[src/rtl/nvm_pkg.sv]
// Shared definitions for the key-guarded byte store controller.
// Assumes byte-wide register bus with a two-bit register select.
package nvm_pkg;
    typedef enum logic [1:0] {
        REG_ADDR = 2'd0,
        REG_DATA = 2'd1,
        REG_CTRL = 2'd2,
        REG_KEY  = 2'd3
    } reg_sel_e;

    localparam int CB_RD  = 0;
    localparam int CB_WR  = 1;
    localparam int CB_ENA = 2;
    localparam int CB_ERR = 3;
    localparam int CB_SEL = 7;

    localparam logic [7:0] KEY_FIRST  = 8'h55;
    localparam logic [7:0] KEY_SECOND = 8'hAA;

    typedef enum logic [1:0] {
        KS_IDLE  = 2'd0,
        KS_HALF  = 2'd1,
        KS_ARMED = 2'd2
    } key_state_e;

    typedef enum logic [1:0] {
        RP_IDLE = 2'd0,
        RP_LOAD = 2'd1,
        RP_HOLD = 2'd2
    } rd_phase_e;
endpackage

[src/rtl/nvm_unlock.sv]
// Key sequence checker: watches every register write and is armed only
// after the first key then the second key land back to back in the key
// register. Any other register write returns it to idle, including the
// write that consumes the armed state.
// Assumes bus_we is a single-cycle strobe per access.
module nvm_unlock
    import nvm_pkg::*;
(
    input  logic       clk,
    input  logic       rst_n,
    input  logic       bus_we,
    input  logic       key_hit,
    input  logic [7:0] wdata,
    output logic       armed
);
    key_state_e state_q, state_d;

    // Next-state decode of the key sequence.
    always_comb begin
        state_d = state_q;
        if (bus_we) begin
            unique case (state_q)
                KS_IDLE:  state_d = (key_hit && wdata == KEY_FIRST)  ? KS_HALF  : KS_IDLE;
                KS_HALF:  state_d = (key_hit && wdata == KEY_SECOND) ? KS_ARMED : KS_IDLE;
                KS_ARMED: state_d = KS_IDLE;
                default:  state_d = KS_IDLE;
            endcase
        end
    end

    // State register.
    always_ff @(posedge clk) begin
        if (!rst_n) state_q <= KS_IDLE;
        else        state_q <= state_d;
    end

    assign armed = (state_q == KS_ARMED);
endmodule

[src/rtl/nvm_wtimer.sv]
// Write-duration counter: loads the programmed time on start (0 taken as 1),
// counts down while busy, and flags expiry on the last busy cycle unless
// the write is aborted in that same cycle.
// Assumes start is only raised while not busy.
module nvm_wtimer #(
    parameter int TIME_W = 16
) (
    input  logic              clk,
    input  logic              rst_n,
    input  logic              start,
    input  logic              abort,
    input  logic [TIME_W-1:0] load_val,
    output logic              busy,
    output logic              expire
);
    localparam logic [TIME_W-1:0] ONE = TIME_W'(1);

    logic [TIME_W-1:0] cnt_q;

    assign busy   = (cnt_q != '0);
    assign expire = busy && (cnt_q == ONE) && !abort;

    // Countdown register.
    always_ff @(posedge clk) begin
        if (!rst_n)              cnt_q <= '0;
        else if (start)          cnt_q <= (load_val == '0) ? ONE : load_val;
        else if (busy && abort)  cnt_q <= '0;
        else if (busy)           cnt_q <= cnt_q - ONE;
    end
endmodule

[src/rtl/nvm_array.sv]
// Behavioural byte store: combinational read port, synchronous write port.
// Contents are not reset, as for a nonvolatile cell array.
module nvm_array #(
    parameter int ADDR_W = 8
) (
    input  logic              clk,
    input  logic              we,
    input  logic [ADDR_W-1:0] waddr,
    input  logic [7:0]        wdata,
    input  logic [ADDR_W-1:0] raddr,
    output logic [7:0]        rdata
);
    localparam int DEPTH = 1 << ADDR_W;

    logic [7:0] cells [DEPTH];

    // Commit one byte.
    always_ff @(posedge clk) begin
        if (we) cells[waddr] <= wdata;
    end

    assign rdata = cells[raddr];
endmodule

[src/rtl/nvm_data_ctrl.sv]
// Top of the key-guarded byte store controller. Holds the address, data and
// control registers, sequences reads in two phases, starts writes only when
// the key checker is armed, and commits bytes when the write timer expires.
// Assumes one register access per bus_we strobe; ADDR_W is at most 8.
module nvm_data_ctrl
    import nvm_pkg::*;
#(
    parameter int ADDR_W = 8,
    parameter int TIME_W = 16
) (
    input  logic              clk,
    input  logic              rst_n,
    input  logic              bus_we,
    input  logic [1:0]        bus_sel,
    input  logic [7:0]        bus_wdata,
    output logic [7:0]        bus_rdata,
    input  logic [TIME_W-1:0] cfg_wr_time,
    output logic              wr_busy,
    output logic              wr_done
);
    reg_sel_e          sel_e;
    logic [ADDR_W-1:0] addr_q;
    logic [7:0]        data_q;
    logic              ena_q;
    logic              err_q;
    logic              msel_q;
    logic              done_q;
    rd_phase_e         rph_q;
    logic              rd_go;
    logic              key_armed;
    logic              ctrl_wr;
    logic              wr_start;
    logic              wr_abort;
    logic              rd_start;
    logic              tmr_busy;
    logic              tmr_expire;
    logic [7:0]        arr_rdata;

    assign sel_e   = reg_sel_e'(bus_sel);
    assign ctrl_wr = bus_we && (sel_e == REG_CTRL);
    assign rd_go   = (rph_q != RP_IDLE);

    // Request decode for read, write start and write abort.
    always_comb begin
        rd_start = ctrl_wr && bus_wdata[CB_RD] && !bus_wdata[CB_SEL]
                   && !tmr_busy && !rd_go;
        wr_start = ctrl_wr && key_armed && bus_wdata[CB_WR] && bus_wdata[CB_ENA]
                   && ena_q && !bus_wdata[CB_SEL] && !tmr_busy && !rd_go;
        wr_abort = ctrl_wr && !bus_wdata[CB_ENA] && tmr_busy;
    end

    nvm_unlock u_key (
        .clk     (clk),
        .rst_n   (rst_n),
        .bus_we  (bus_we),
        .key_hit (sel_e == REG_KEY),
        .wdata   (bus_wdata),
        .armed   (key_armed)
    );

    nvm_wtimer #(.TIME_W(TIME_W)) u_tmr (
        .clk      (clk),
        .rst_n    (rst_n),
        .start    (wr_start),
        .abort    (wr_abort),
        .load_val (cfg_wr_time),
        .busy     (tmr_busy),
        .expire   (tmr_expire)
    );

    nvm_array #(.ADDR_W(ADDR_W)) u_arr (
        .clk   (clk),
        .we    (tmr_expire),
        .waddr (addr_q),
        .wdata (data_q),
        .raddr (addr_q),
        .rdata (arr_rdata)
    );

    // Address register: frozen while a write is in progress.
    always_ff @(posedge clk) begin
        if (!rst_n)
            addr_q <= '0;
        else if (bus_we && sel_e == REG_ADDR && !tmr_busy)
            addr_q <= ADDR_W'(bus_wdata);
    end

    // Data register: loaded by software, or by the load phase of a read.
    always_ff @(posedge clk) begin
        if (!rst_n)
            data_q <= '0;
        else if (rph_q == RP_LOAD)
            data_q <= arr_rdata;
        else if (bus_we && sel_e == REG_DATA && !tmr_busy)
            data_q <= bus_wdata;
    end

    // Read phase sequencer: load, hold, then self-clear.
    always_ff @(posedge clk) begin
        if (!rst_n) rph_q <= RP_IDLE;
        else begin
            unique case (rph_q)
                RP_IDLE: if (rd_start) rph_q <= RP_LOAD;
                RP_LOAD: rph_q <= RP_HOLD;
                RP_HOLD: rph_q <= RP_IDLE;
                default: rph_q <= RP_IDLE;
            endcase
        end
    end

    // Control flags: enable, memory select and error.
    always_ff @(posedge clk) begin
        if (!rst_n) begin
            ena_q  <= 1'b0;
            msel_q <= 1'b0;
            err_q  <= 1'b0;
        end else if (ctrl_wr) begin
            ena_q <= bus_wdata[CB_ENA];
            if (!tmr_busy) msel_q <= bus_wdata[CB_SEL];
            if (wr_abort)               err_q <= 1'b1;
            else if (!bus_wdata[CB_ERR]) err_q <= 1'b0;
        end
    end

    // Completion pulse, one cycle after the commit edge.
    always_ff @(posedge clk) begin
        if (!rst_n) done_q <= 1'b0;
        else        done_q <= tmr_expire;
    end

    // Register read-back mux.
    always_comb begin
        unique case (sel_e)
            REG_ADDR: bus_rdata = 8'(addr_q);
            REG_DATA: bus_rdata = data_q;
            REG_CTRL: bus_rdata = {msel_q, 3'b000, err_q, ena_q, tmr_busy, rd_go};
            default:  bus_rdata = 8'h00;
        endcase
    end

    assign wr_busy = tmr_busy;
    assign wr_done = done_q;
endmodule

[config.mk]
export PLATFORM = sky130hd
export DESIGN_NAME = nvm_data_ctrl
export DESIGN_NICKNAME = d
export VERILOG_FILES = /design/src/rtl/nvm_pkg.sv /design/src/rtl/nvm_unlock.sv /design/src/rtl/nvm_wtimer.sv /design/src/rtl/nvm_array.sv /design/src/rtl/nvm_data_ctrl.sv
export SDC_FILE = /design/constraint.sdc
export NUM_CORES = 2
export LEC_CHECK = 0
export BUFFER_PORTS_ARGS = -buffer_cell sky130_fd_sc_hd__buf_4
export CAP_MARGIN = 10
export CORE_MARGIN = 5
export CORE_UTILIZATION = 33
export DETAILED_ROUTE_END_ITERATION = 7
export PLACE_DENSITY = 0.51
export SLEW_MARGIN = 20
export SYNTH_ARGS = -nofsm -noshare
export SYNTH_HDL_FRONTEND = slang
export SYNTH_SLANG_ARGS = --single-unit
export TNS_END_PERCENT = 10
[constraint.sdc]
create_clock -name clk -period 4.9 [get_ports clk]
set_input_delay 0 -clock clk [delete_from_list [all_inputs] [get_ports clk]]
set_output_delay 0 -clock clk [all_outputs]
set_load 0.01 [all_outputs]
* Word-level counts from Yosys, hierarchy flattened
Memories as Yosys holds them, arrays and structs flattened. A register that Yosys moved wholly into a read port is not among the register bits.
Index checks and enable logic that the tools add are counted.
** Storage, ports and cells
- RAM bits :: 2048
- Input bits :: 29
- Output and inout bits :: 10
- Memories kept :: 1
- Register bits :: 40
** Operators by class
- Equality and inequality tests :: 11
- Bitwise operators :: 1
- $add $sub $neg :: 1
- Reductions and logical operators :: 38
- Multiplexer cells :: 18
** Memory list
- u_arr.cells :: words 256, width 8, read ports 1, clocked after Yosys merged registers in 1, wr ports 1, line nvm_array.sv:15 : logic [7:0] cells [DEPTH];
** Operators by type and width (count)
- $mux W16 :: 4
- $mux W8 :: 4
- $pmux W8 S3 :: 1
- $logic_and A1 B1 Y1 :: 23
- $eq A16 B1 Y1 const B :: 1
- $logic_not A16 Y1 :: 1
- $reduce_bool A16 Y1 :: 1
- $sub A16 B1 Y16 const B :: 1
- $eq A8 B7 Y1 const B :: 1
- $eq A8 B8 Y1 const B :: 1
- $pmux W2 S2 :: 2
- $eq A2 B1 Y1 const B :: 3
- $eq A2 B2 Y1 const B :: 3
- $logic_not A2 Y1 :: 3
- $logic_not A1 Y1 :: 5
- $mux W1 :: 5
- $mux W2 :: 2
- $reduce_and A2 Y1 :: 2
- $reduce_bool A2 Y1 :: 2
- $reduce_bool A3 Y1 :: 1
- $ne A2 B1 Y1 const B :: 1
- $ne A2 B2 Y1 const B :: 1
- $not A1 Y1 :: 1

* Longest topological paths before layout
- Depth after elaboration :: 10
- Mapped depth :: 14
- Depth with buffers taken out :: 8

* By module
Synthesis repeated with hierarchy kept, for this count alone.
** Second synthesis, totals
- Cell total of the unflattened synthesis :: 3998
- Area, all modules :: 81703.4 um^2
** Modules (own cells, without submodules)
- nvm_array :: area an instance 79396.1 um^2, times used 1, seq. area each 61499.0 um^2, cells each 3725
- nvm_wtimer :: area an instance 1122.3 um^2, times used 1, seq. area each 320.3 um^2, cells each 135
- nvm_data_ctrl :: area an instance 1051.0 um^2, times used 1, seq. area each 440.4 um^2, cells each 122
- nvm_unlock :: area an instance 133.9 um^2, times used 1, seq. area each 40.0 um^2, cells each 16

* Least setup slack after synthesis
No wires, ideal clock.
- Path kind :: register -> register
- From :: register data_q[6]
- To :: memory u_arr.cells[0][6], data pin
- Required time :: 4.041 ns
- Path buffers :: 0
- Period minus slack after synthesis :: 4.272 ns
- Library setup time :: 0.859 ns
- Slack :: 0.628 ns
- Arrival :: 3.413 ns
- Cell stages (with the launch flop) :: 1
- Path through :: dfxtp_1
** RTL lines
- from (decl) :: line nvm_data_ctrl.sv:23 : logic [7:0] data_q;
- from (signal assigned) :: line nvm_data_ctrl.sv:93 : data_q <= arr_rdata;
- from (signal assigned) :: line nvm_data_ctrl.sv:95 : data_q <= bus_wdata;
- to (decl) :: line nvm_array.sv:15
Straight into the memory's write port.

==> results.sh <==
export IMPL_area_delta_synth_final_pct=16.7
export IMPL_synth_nets=4104
export IMPL_portBuffers=38
export IMPL_syn_area_um2=82200
export IMPL_dr_total_vias=42600
export IMPL_ios=39
export IMPL_finalSetupViolations=0
export IMPL_whs_ns=0.0839
export IMPL_synth_area_leaders="edfxtp_1 75%, mux4_2 13%, mux2i_1 1.9%"
export IMPL_switching_share_pct=22.3
export IMPL_ys_async_sr_fraction_pct=0
export IMPL_viasPerCell=5.31
export IMPL_grt_usage_pct=18.3
export IMPL_place_hpwl_um=150000
export IMPL_yosysMostFrequentCell="edfxtp_1"
export IMPL_comb_power_share_pct=5.8
export IMPL_intPower_w=0.0296
export IMPL_clock_root_buffer="clkbuf_16"
export IMPL_path_max_fanout=29
export IMPL_cts_buffers=212
export IMPL_cts_htree_levels=4
export IMPL_yosysWarnings=0
export IMPL_fp_dieArea_um2=259000
export IMPL_overflow=0
export IMPL_die_x_um=509
export IMPL_worst_slew_pin_slew_ns=1.23
export IMPL_cts_tree="built"
export IMPL_postSynthRegisterBits=2096
export IMPL_drv_slew=0
export IMPL_floorplan_initialDensity_pct=33.1
export IMPL_grt_pass1_vias=43100
export IMPL_met2_usage_pct=29.3
export IMPL_max_freq_mhz=236
export IMPL_synth_top_area_cell="edfxtp_1"
export IMPL_core_region_area_um2=248000
export IMPL_start_kind="flip-flop"
export IMPL_pwr_share_seq_pct=52.4
export IMPL_worst_setup_path_type="reg -> reg"
export IMPL_path_delay_family="compound AO/OA/AOI/OAI gates"
export IMPL_max_stage_delay_ns=1.04
export IMPL_cts_sinks=2096
export IMPL_route_detailed_drc=0
export IMPL_crit_required_ns=5.66
export IMPL_crit_end="data_q[6]"
export IMPL_crit_buf_inv=1
export IMPL_reg2reg_to="data_q[6]"
export IMPL_routed_wl_um=240000
export IMPL_fin_crit_sh_pct=86.3
export IMPL_fin_tns_setup_ns=0
export IMPL_synth_common_cells="2048 x edfxtp_1, 489 x mux4_2, 320 x nor2_1"
export IMPL_yosys_most_used_dff="edfxtp_1"
export IMPL_synth_edf_count=2048
export IMPL_hp_class="in -> reg"
export IMPL_drtPass1Iterations=6
export IMPL_reg2regPathDepth=8
export IMPL_relSlewSlack_pct=15.6
export IMPL_cpMaxStageDelayCell="a2111oi_0"
export IMPL_ant_nets=0
export IMPL_clk_path_buf_depth=3
export IMPL_switching_power_w=0.00848
export IMPL_drive_above_1_share_pct=26.3
export IMPL_rows=183
export IMPL_cts_resized=0
export IMPL_post_route_min_period_ns=4.23
export IMPL_grt_pass1_wl_um=339000
export IMPL_ir_drop_uv=377
export IMPL_globalplace_congestion=0.861
export IMPL_die_height_um=509
export IMPL_critical_path_cell_chain="buf_12, mux4_2, and2_1, a2111oi_0, a41oi_1, o211ai_1, nor4_1, a221o_1"
export IMPL_grt_busiest_layer="met2"
export IMPL_clkPwrFrac_pct=41.8
export IMPL_drv_cap=0
export IMPL_clock_latency_ns=0.87
export IMPL_p_leak_nw=31.8
export IMPL_use_met1_pct=25.5
export IMPL_powerDensity_nw_per_um2=397
export IMPL_outcome="finished, final reports clean"
export IMPL_finalHoldViolations=0
export IMPL_yosysSeqAreaShare_pct=76.0
export IMPL_syn_area_per_cell_um2=20.2
export IMPL_antenna_found_initial=15
export IMPL_netlist_instances=4073
export IMPL_drtIter0Drc=4654
export IMPL_path_clk_slew_ns=0.07
export IMPL_grt_start_max_net_pins=170
export IMPL_worst_path_stages=8
export IMPL_synth_distinct_cells=75
export IMPL_worst_r2r_setup_slack_ns=0.67
export IMPL_fin_nets=4538
export IMPL_wl_per_cell_um=29.9
export IMPL_grt_met3_usage_pct=3.48
export IMPL_netlist_area_leader_share_pct=74.8
export IMPL_report_power_total_w=0.0381
export IMPL_finClkSkew_ns=0.0539
export IMPL_endpoint_kind="flip-flop"
export IMPL_crit_arrival_ns=4.99
export IMPL_rsz0062_at_grt="false"
-- placed cells by master (no fill, tap or decap), types with 7 or more instances in the layout --
master / count
edfxtp_1: 2048
mux4_2: 489
buf_4: 364
nor2_1: 320
clkbuf_16: 214
nand2_1: 192
mux2i_1: 156
dlygate4sd3_1: 67
a21oi_1: 65
clkbuf_1: 54
clkinv_1: 47
o21ai_0: 40
clkinv_2: 40
o22ai_1: 40
a22oi_1: 35
dfxtp_1: 35
nand3_1: 31
nor3_1: 30
buf_12: 29
a31oi_1: 26
nor2b_1: 24
o221ai_1: 24
and2_1: 22
a211oi_1: 21
mux2_2: 20
bufinv_16: 18
nor4_1: 17
and3_1: 17
nand4_1: 14
a2111oi_0: 13
dfxtp_4: 13
inv_1: 9
nand2b_1: 9
a221oi_1: 9
o211ai_1: 7
xor2_1: 7
inv_6: 7
-- routing by layer --
layer | vias up | part of all wire [%] | routed length [um]
met2 | 1679 | 48 | 114000
met3 | 364 | 7.1 | 17000
met4 | 2 | 3.3 | 7850
met5 | - | 0.0058 | 14
met1 | 22900 | 42 | 101000
li1 | 17700 | - | -
-- timing repair --
action	4_1_cts	5_1_grt
hold buffers	67	0
endpoints found under the hold margin	48	0
buffers inserted	0	0
-- tightest hold or removal path, stage by stage --
cell           delay [ns]
dlygate4sd3_1        0.53
buf_4                0.20
nand2_1              0.08
a21oi_1              0.07
-- through the flow --
step | instance area, um2 | setup WS (ns) | util [%] | instances
2_1_floorplan | 82200 | 0.628 | - | 4073
3_3_place_gp | 88400 | 0.454 | 35.6 | 7555
3_5_place_dp | 88400 | 0.750 | 35.6 | 7556
4_1_cts | 95900 | 0.750 | 38.6 | 8018
5_1_grt | 95900 | 0.663 | 38.6 | 8019
6_report | 95900 | 0.671 | 38.6 | 8020
-- power groups by stage --
stage | clock network [W] | logic [W] | registers [W]
after floorplan | 0 | 0.00114 | 0.0204
after global placement | 0 | 0.00205 | 0.0203
after detailed placement | 0 | 0.00207 | 0.0203
after CTS | 0.0163 | 0.00220 | 0.0199
after global routing | 0.0170 | 0.00235 | 0.0199
final | 0.0159 | 0.00221 | 0.0199
-- area by class of cell --
| type | count | area [um2] |
|---|---|---|
| Multi-Input combinational cell | 1724 | 18400 |
| Antenna cell | 2 | 5.00 |
| Fill cell | 22500 | 152000 |
| Timing Repair Buffer | 461 | 3990 |
| Clock inverter | 125 | 1200 |
| Clock buffer | 270 | 5590 |
| Inverter | 12 | 50.0 |
| Sequential cell | 2096 | 62500 |
| Tap cell | 3330 | 4170 |
-- sequential cells by signal, indices dropped and copies added, names as in the netlist, named ones only --
signal         flops
msel_q             1
addr_q             8
u_arr.cells     2048
ena_q              1
rph_q              2
wr_done            1
data_q             8
u_key.state_q      2
u_tmr.cnt_q       16
err_q              1
-- how the worst min path moves through the flow --
| stage | start | endpoint | slack [ns] | cells after the start |
|---|---|---|---|---|
| floorplan | rst_n | u_tmr.cnt_q[11] | 0.12 | 1 |
| global placement | cfg_wr_time[5] | u_tmr.cnt_q[5] | 0.26 | 3 |
| detailed placement | cfg_wr_time[5] | u_tmr.cnt_q[5] | 0.26 | 3 |
| CTS | bus_wdata[0] | flip-flop | 0.02 | 4 |
| global route | rst_n | wr_done | 0.08 | 3 |
| finish | bus_wdata[0] | flip-flop | 0.08 | 4 |
-- kinds of logic after synthesis --
logic type / share of synthesized area (%)
buf+inv: 1.70
simple gates: 3.89
mux: 15.6
fa+ha+maj: 0.0304
xor+xnor: 0.107
flops: 76.0
compound gates: 2.71
No activity file was read; power rests on OpenSTA's default activity.
